[config.mk]
export PLATFORM = sky130hd
export DESIGN_NAME = tick_sat_counter
export DESIGN_NICKNAME = d
export VERILOG_FILES = /design/src/rtl/sat_cnt_pkg.sv /design/src/rtl/sat_cnt_prescale.sv /design/src/rtl/sat_cnt_core.sv /design/src/rtl/tick_sat_counter.sv
export SDC_FILE = /design/constraint.sdc
export NUM_CORES = 1
export LEC_CHECK = 0
export BUFFER_PORTS_ARGS = -buffer_cell sky130_fd_sc_hd__buf_2
export CAP_MARGIN = 10
export CORE_MARGIN = 3
export CORE_UTILIZATION = 30
export DETAILED_ROUTE_END_ITERATION = 8
export PLACE_DENSITY = 0.54
export SLEW_MARGIN = 20
export SYNTH_ARGS = -nofsm -noshare
export SYNTH_HDL_FRONTEND = slang
export SYNTH_SLANG_ARGS = --single-unit
[constraint.sdc]
create_clock -name clk -period 2.8 [get_ports clk]
set_input_delay 0.14 -clock clk [delete_from_list [all_inputs] [get_ports clk]]
set_output_delay 0.14 -clock clk [all_outputs]
set_load 0.03 [all_outputs]
[src/rtl/sat_cnt_pkg.sv]
package sat_cnt_pkg;
  localparam int unsigned DEF_CNT_W   = 8;
  localparam int unsigned DEF_TICK_DIV = 50_000_000;

  function automatic int unsigned div_width(input int unsigned div);
    return (div > 1) ? $clog2(div) : 1;
  endfunction
endpackage

[src/rtl/sat_cnt_prescale.sv]
module sat_cnt_prescale
  import sat_cnt_pkg::*;
#(
  parameter int unsigned TICK_DIV = DEF_TICK_DIV
) (
  input  logic clk,
  input  logic rst,
  input  logic freeze,
  output logic tick
);
  generate
    if (TICK_DIV <= 1) begin : g_every
      assign tick = !freeze && !rst;
    end else begin : g_div
      localparam int unsigned PW = div_width(TICK_DIV);
      localparam logic [PW-1:0] RELOAD = PW'(TICK_DIV - 1);
      logic [PW-1:0] left;

      always_ff @(posedge clk) begin
        if (rst)
          left <= RELOAD;
        else if (!freeze)
          left <= (left == '0) ? RELOAD : left - 1'b1;
      end

      assign tick = (left == '0) && !freeze;

      AST_RELOAD_AFTER_TICK: assert property (@(posedge clk) disable iff (rst)
        tick |=> (left == RELOAD));
      AST_FROZEN_AT_TOP: assert property (@(posedge clk) disable iff (rst)
        freeze |=> $stable(left));
      AST_RESET_RELOADS: assert property (@(posedge clk)
        rst |=> (left == RELOAD));
    end
  endgenerate
endmodule

[src/rtl/sat_cnt_core.sv]
module sat_cnt_core
  import sat_cnt_pkg::*;
#(
  parameter int unsigned CNT_W = DEF_CNT_W
) (
  input  logic             clk,
  input  logic             rst,
  input  logic             step,
  input  logic             run_n,
  output logic [CNT_W-1:0] count,
  output logic             at_top
);
  localparam logic [CNT_W-1:0] TOP = '1;

  assign at_top = (count == TOP);

  always_ff @(posedge clk) begin
    if (rst)
      count <= '0;
    else if (step && !run_n && !at_top)
      count <= count + 1'b1;
  end

  AST_RESET_ZERO: assert property (@(posedge clk)
    rst |=> (count == '0));
  AST_NO_WRAP: assert property (@(posedge clk) disable iff (rst)
    (count == TOP) |=> (count == TOP));
  AST_SINGLE_STEP: assert property (@(posedge clk) disable iff (rst)
    1'b1 |=> (count == $past(count)) || (count == $past(count) + 1'b1));
  AST_HOLD_WHEN_OFF: assert property (@(posedge clk) disable iff (rst)
    run_n |=> $stable(count));
endmodule

[src/rtl/tick_sat_counter.sv]
module tick_sat_counter
  import sat_cnt_pkg::*;
#(
  parameter int unsigned CNT_W    = DEF_CNT_W,
  parameter int unsigned TICK_DIV = DEF_TICK_DIV
) (
  input  logic             clk,
  input  logic             rst,
  input  logic             run_n,
  output logic [CNT_W-1:0] count_o
);
  logic tick;
  logic at_top;

  sat_cnt_prescale #(.TICK_DIV(TICK_DIV)) u_prescale (
    .clk    (clk),
    .rst    (rst),
    .freeze (at_top),
    .tick   (tick)
  );

  sat_cnt_core #(.CNT_W(CNT_W)) u_core (
    .clk    (clk),
    .rst    (rst),
    .step   (tick),
    .run_n  (run_n),
    .count  (count_o),
    .at_top (at_top)
  );

  AST_RESET_BEATS_TICK: assert property (@(posedge clk)
    (rst && tick && !run_n) |=> (count_o == '0));
endmodule

==> impl_results.rst <==
.. list-table::
   :header-rows: 1

   * - Metric
     - Value
   * - Required time at the worst-slack endpoint
     - 2.98 ns
   * - Max-slew violations
     - 0
   * - Yosys top cell area share
     - 37.39%
   * - Gr ovfl total
     - 0
   * - Crit start category
     - flip-flop
   * - Worst hold path type
     - input pin to flip-flop
   * - Capturing element type of the critical path
     - flip-flop
   * - Clk Latency, worst-skew pair
     - 0.29 ns
   * - Result of the run
     - complete, no violations
   * - Sum of negative setup slack
     - 0 ns
   * - Routed wire length per instance
     - 13.43 µm
   * - Via count of the first global-routing pass
     - 1,388
   * - Total Die Area
     - between 0.007 and 0.008 mm²
   * - Top achievable clock speed
     - 413.7 MHz
   * - Synthesized area per cell
     - 8.837 µm²
   * - Number of diodes
     - 0
   * - Syn_nets
     - 211
   * - DRC viols
     - 0
   * - CTS tree
     - built
   * - Number of detailed-routing iterations run before antenna repair
     - 5
   * - Number of antenna violations at the first check in global routing
     - 0
   * - Number of clock buffers inserted by TritonCTS
     - 5
   * - Number of distinct library cells after synthesis
     - 40
   * - Max Fanout on Critical Path
     - 8
   * - Half-perimeter wire length after detailed placement
     - 2776 µm
   * - Pwr Density
     - 444.3 mW/mm²
   * - GR Util All Layers
     - 11.83%
   * - Unrepaired setup endpoints after global routing
     - no
   * - Number of placement rows
     - 27
   * - Share of post-route cells with drive strength above 1
     - 17.27%
   * - Post-synth top area cell
     - sky130_fd_sc_hd__dfxtp_1
   * - Global-route wire length before repair
     - 6803 µm
   * - CP Data Arrival Time
     - 2.59 ns
   * - Post_cts resized
     - 0
   * - Remaining number of nets flagged by the antenna check after routing
     - 0
   * - Synth Register Bits
     - 34
   * - Number of design-rule violations left by the first detailed-router iteration
     - 74
   * - Global placement routability congestion
     - 0.7368
   * - Summed instance area of the synthesized netlist
     - between 0.0015 and 0.002 mm²
   * - Smallest hold slack
     - between 0.2 and 0.3 ns
   * - # fillers
     - 609
   * - Area growth from synthesis to layout
     - 12.71%
   * - Setup violations, final
     - 0
   * - Number of maximum-capacitance violations
     - 0
   * - Via count
     - 1,579
   * - # Post-CTS Setup Buffers
     - 0
   * - Height of the die
     - 83.90 µm
   * - Setup Crit Path Kind
     - flip-flop to flip-flop
   * - Final hold violations
     - 0
   * - Number of levels the H-tree was split into
     - 2
   * - Maximum number of pins on one net before global-route repair
     - 22
   * - I/O Pins
     - 11
   * - YS warnings
     - 0
   * - Core region area
     - ~0.0057 mm²
   * - Routed wire length
     - a little under 4000 µm
   * - Largest cells by area after synthesis
     - sky130_fd_sc_hd__dfxtp_1, sky130_fd_sc_hd__o31ai_1, sky130_fd_sc_hd__or4_1
   * - Post-CTS Hold Buffers
     - 0
   * - Root buffer selected by CTS
     - sky130_fd_sc_hd__clkbuf_8
   * - Minimum clock period after layout
     - 2.417 ns
   * - Post-layout nets
     - 224
   * - Fraction of the yosys area taken by sequential cells
     - 37.39%
   * - Clock-pin slew on the worst setup and hold paths
     - 0.07 ns
   * - Leakage power figure
     - 0.6833 nW
   * - Die W
     - around 84 µm
   * - Initial standard-cell utilization of the core
     - 32.08%
   * - Vias per Instance
     - 5.408
   * - Clock skew
     - 0.006137 ns
   * - Worst vdd rail ir drop
     - 230.5 µV
   * - Seq. cell area
     - 680.7 µm²
   * - PortBufs
     - 10
   * - Worst-margin pin slew
     - 0.7010 ns
   * - Number of standard cells after synthesis
     - ~210
   * - Period utilisation layout
     - 86.33%
   * - Clock sink total
     - 34
   * - Max transition margin
     - roughly 53%
   * - Area used by multi-input combinational logic
     - 0.001072 mm²
   * - Clock Tree Buf Depth
     - 2
[through the flow]
stage / cell area, µm² / setup slack [ns] / std cells / total power [mW] / util (%)
global route: 2052 / 0.2833 / 292 / 0.9564 / 36.16
CTS: 2052 / 0.3789 / 292 / 0.9279 / 36.16
finish: 2052 / 0.3829 / 292 / 0.9117 / 36.16
detailed placement: 1957 / 0.3950 / 284 / 0.5394 / 34.48
floorplan: 1821 / 0.5889 / 206 / 0.5262 / -
global placement: 1957 / 0.4454 / 284 / 0.5385 / 34.48
[synthesized netlist by cell type]
cell,instances
sky130_fd_sc_hd__or2_1,1
sky130_fd_sc_hd__and4_1,3
sky130_fd_sc_hd__buf_6,1
sky130_fd_sc_hd__or4_1,11
sky130_fd_sc_hd__or2_2,3
sky130_fd_sc_hd__a211o_1,1
sky130_fd_sc_hd__nor4_2,4
sky130_fd_sc_hd__nor2b_1,8
sky130_fd_sc_hd__nand4b_1,1
sky130_fd_sc_hd__or4b_2,2
sky130_fd_sc_hd__mux2i_1,2
sky130_fd_sc_hd__a211oi_1,2
sky130_fd_sc_hd__dfxtp_1,34
sky130_fd_sc_hd__o41ai_1,3
sky130_fd_sc_hd__inv_1,5
sky130_fd_sc_hd__nand3_1,11
sky130_fd_sc_hd__a31oi_1,2
sky130_fd_sc_hd__nor2_1,13
sky130_fd_sc_hd__mux2_2,2
sky130_fd_sc_hd__xnor2_1,2
sky130_fd_sc_hd__nand4_2,1
sky130_fd_sc_hd__nor4_4,1
sky130_fd_sc_hd__o31ai_4,1
sky130_fd_sc_hd__clkbuf_1,6
sky130_fd_sc_hd__ha_1,2
sky130_fd_sc_hd__nand4_1,3
sky130_fd_sc_hd__o311ai_0,1
sky130_fd_sc_hd__a21oi_1,8
sky130_fd_sc_hd__o21ai_0,9
sky130_fd_sc_hd__nand2_1,12
sky130_fd_sc_hd__buf_2,3
sky130_fd_sc_hd__nor3_1,7
sky130_fd_sc_hd__or3_1,11
sky130_fd_sc_hd__o211ai_1,5
sky130_fd_sc_hd__o31ai_1,12
sky130_fd_sc_hd__nor4_1,2
sky130_fd_sc_hd__nand2b_1,2
sky130_fd_sc_hd__mux2_1,5
sky130_fd_sc_hd__xor2_1,3
sky130_fd_sc_hd__and3_1,1
[placed cells by master, fill, tap and decap left out, types with 3 or more instances in the layout]
master | synthesis | layout
sky130_fd_sc_hd__nor2b_1 | 8 | 8
sky130_fd_sc_hd__o41ai_1 | 3 | 3
sky130_fd_sc_hd__nand4_1 | 3 | 3
sky130_fd_sc_hd__nand3_1 | 11 | 11
sky130_fd_sc_hd__or4_1 | 11 | 11
sky130_fd_sc_hd__nor3_1 | 7 | 7
sky130_fd_sc_hd__o21ai_0 | 9 | 9
sky130_fd_sc_hd__o211ai_1 | 5 | 5
sky130_fd_sc_hd__dfxtp_1 | 34 | 34
sky130_fd_sc_hd__o31ai_1 | 12 | 12
sky130_fd_sc_hd__xor2_1 | 3 | 3
sky130_fd_sc_hd__a21oi_1 | 8 | 8
sky130_fd_sc_hd__and4_1 | 3 | 3
sky130_fd_sc_hd__buf_4 | 0 | 6
sky130_fd_sc_hd__mux2_1 | 5 | 5
sky130_fd_sc_hd__inv_1 | 5 | 5
sky130_fd_sc_hd__nor4_2 | 4 | 4
sky130_fd_sc_hd__nand2_1 | 12 | 12
sky130_fd_sc_hd__or2_2 | 3 | 3
sky130_fd_sc_hd__or3_1 | 11 | 11
sky130_fd_sc_hd__clkbuf_8 | 0 | 6
sky130_fd_sc_hd__nor2_1 | 13 | 13
sky130_fd_sc_hd__buf_2 | 3 | 10
[final cells by class]
type,instances,area share (%)
flip-flops and latches,34,33.17
multi-input cells,157,52.26
repair buffers,16,4.634
clock buffers,6,4.024
clock inverters,2,0.6098
inverters,5,0.9146
well taps,72,4.390
[flip-flops by register name (all words and copies together), names as in the netlist]
signal	count
u_prescale.g_div.left	26
u_core.count	8
[worst paths after layout]
path / startpoint / endpoint / slack, ns / cells after the start
setup / recovery: u_prescale.g_div.left[18] / u_core.count[0] / 0.38 / 4
hold / removal: run_n / u_core.count[1] / 0.26 / 3
setup reg to reg: u_prescale.g_div.left[18] / u_core.count[0] / 0.38 / 4
hold reg to reg: u_prescale.g_div.left[11] / u_prescale.g_div.left[11] / 0.48 / 2
[where the power goes]
| group | internal (mW) | switching [mW] | total, mW |
|---|---|---|---|
| clock network | 0.198 | 0.186 | 0.384 |
| logic | 0.0123 | 0.0256 | 0.0380 |
| registers | 0.487 | 0.00310 | 0.490 |
| total | 0.697 | 0.215 | 0.912 |
[metal layers]
| metal | GRT usage, % | wire, µm | up-vias |
|---|---|---|---|
| li1 | - | - | 816 |
| met1 | 16.26 | 2045 | 742 |
| met2 | 18.00 | 1740 | 19 |
| met3 | 2.962 | 114 | 2 |
| met4 | 3.947 | 21 | 0 |
| met5 | 0 | 0 | - |
[cell families (layout without fill, tap and decap cells)]
logic type	count (synthesis)	in the layout	share of synthesized area (%)
simple gates	97	97	32.92
compound gates	44	44	16.77
flops	34	34	37.39
buf+inv	15	29	3.711
mux	9	9	5.429
xor+xnor	5	5	2.406
fa+ha+maj	2	2	1.374
[critical path, cell delays in order, from the launching register on]
cell and delay [ns]:
sky130_fd_sc_hd__dfxtp_1 0.35, sky130_fd_sc_hd__or4_1 0.67, sky130_fd_sc_hd__or3_1 0.58, sky130_fd_sc_hd__nor4_4 0.37
sky130_fd_sc_hd__mux2_1 0.35
Power figures use the tool's default switching activity.
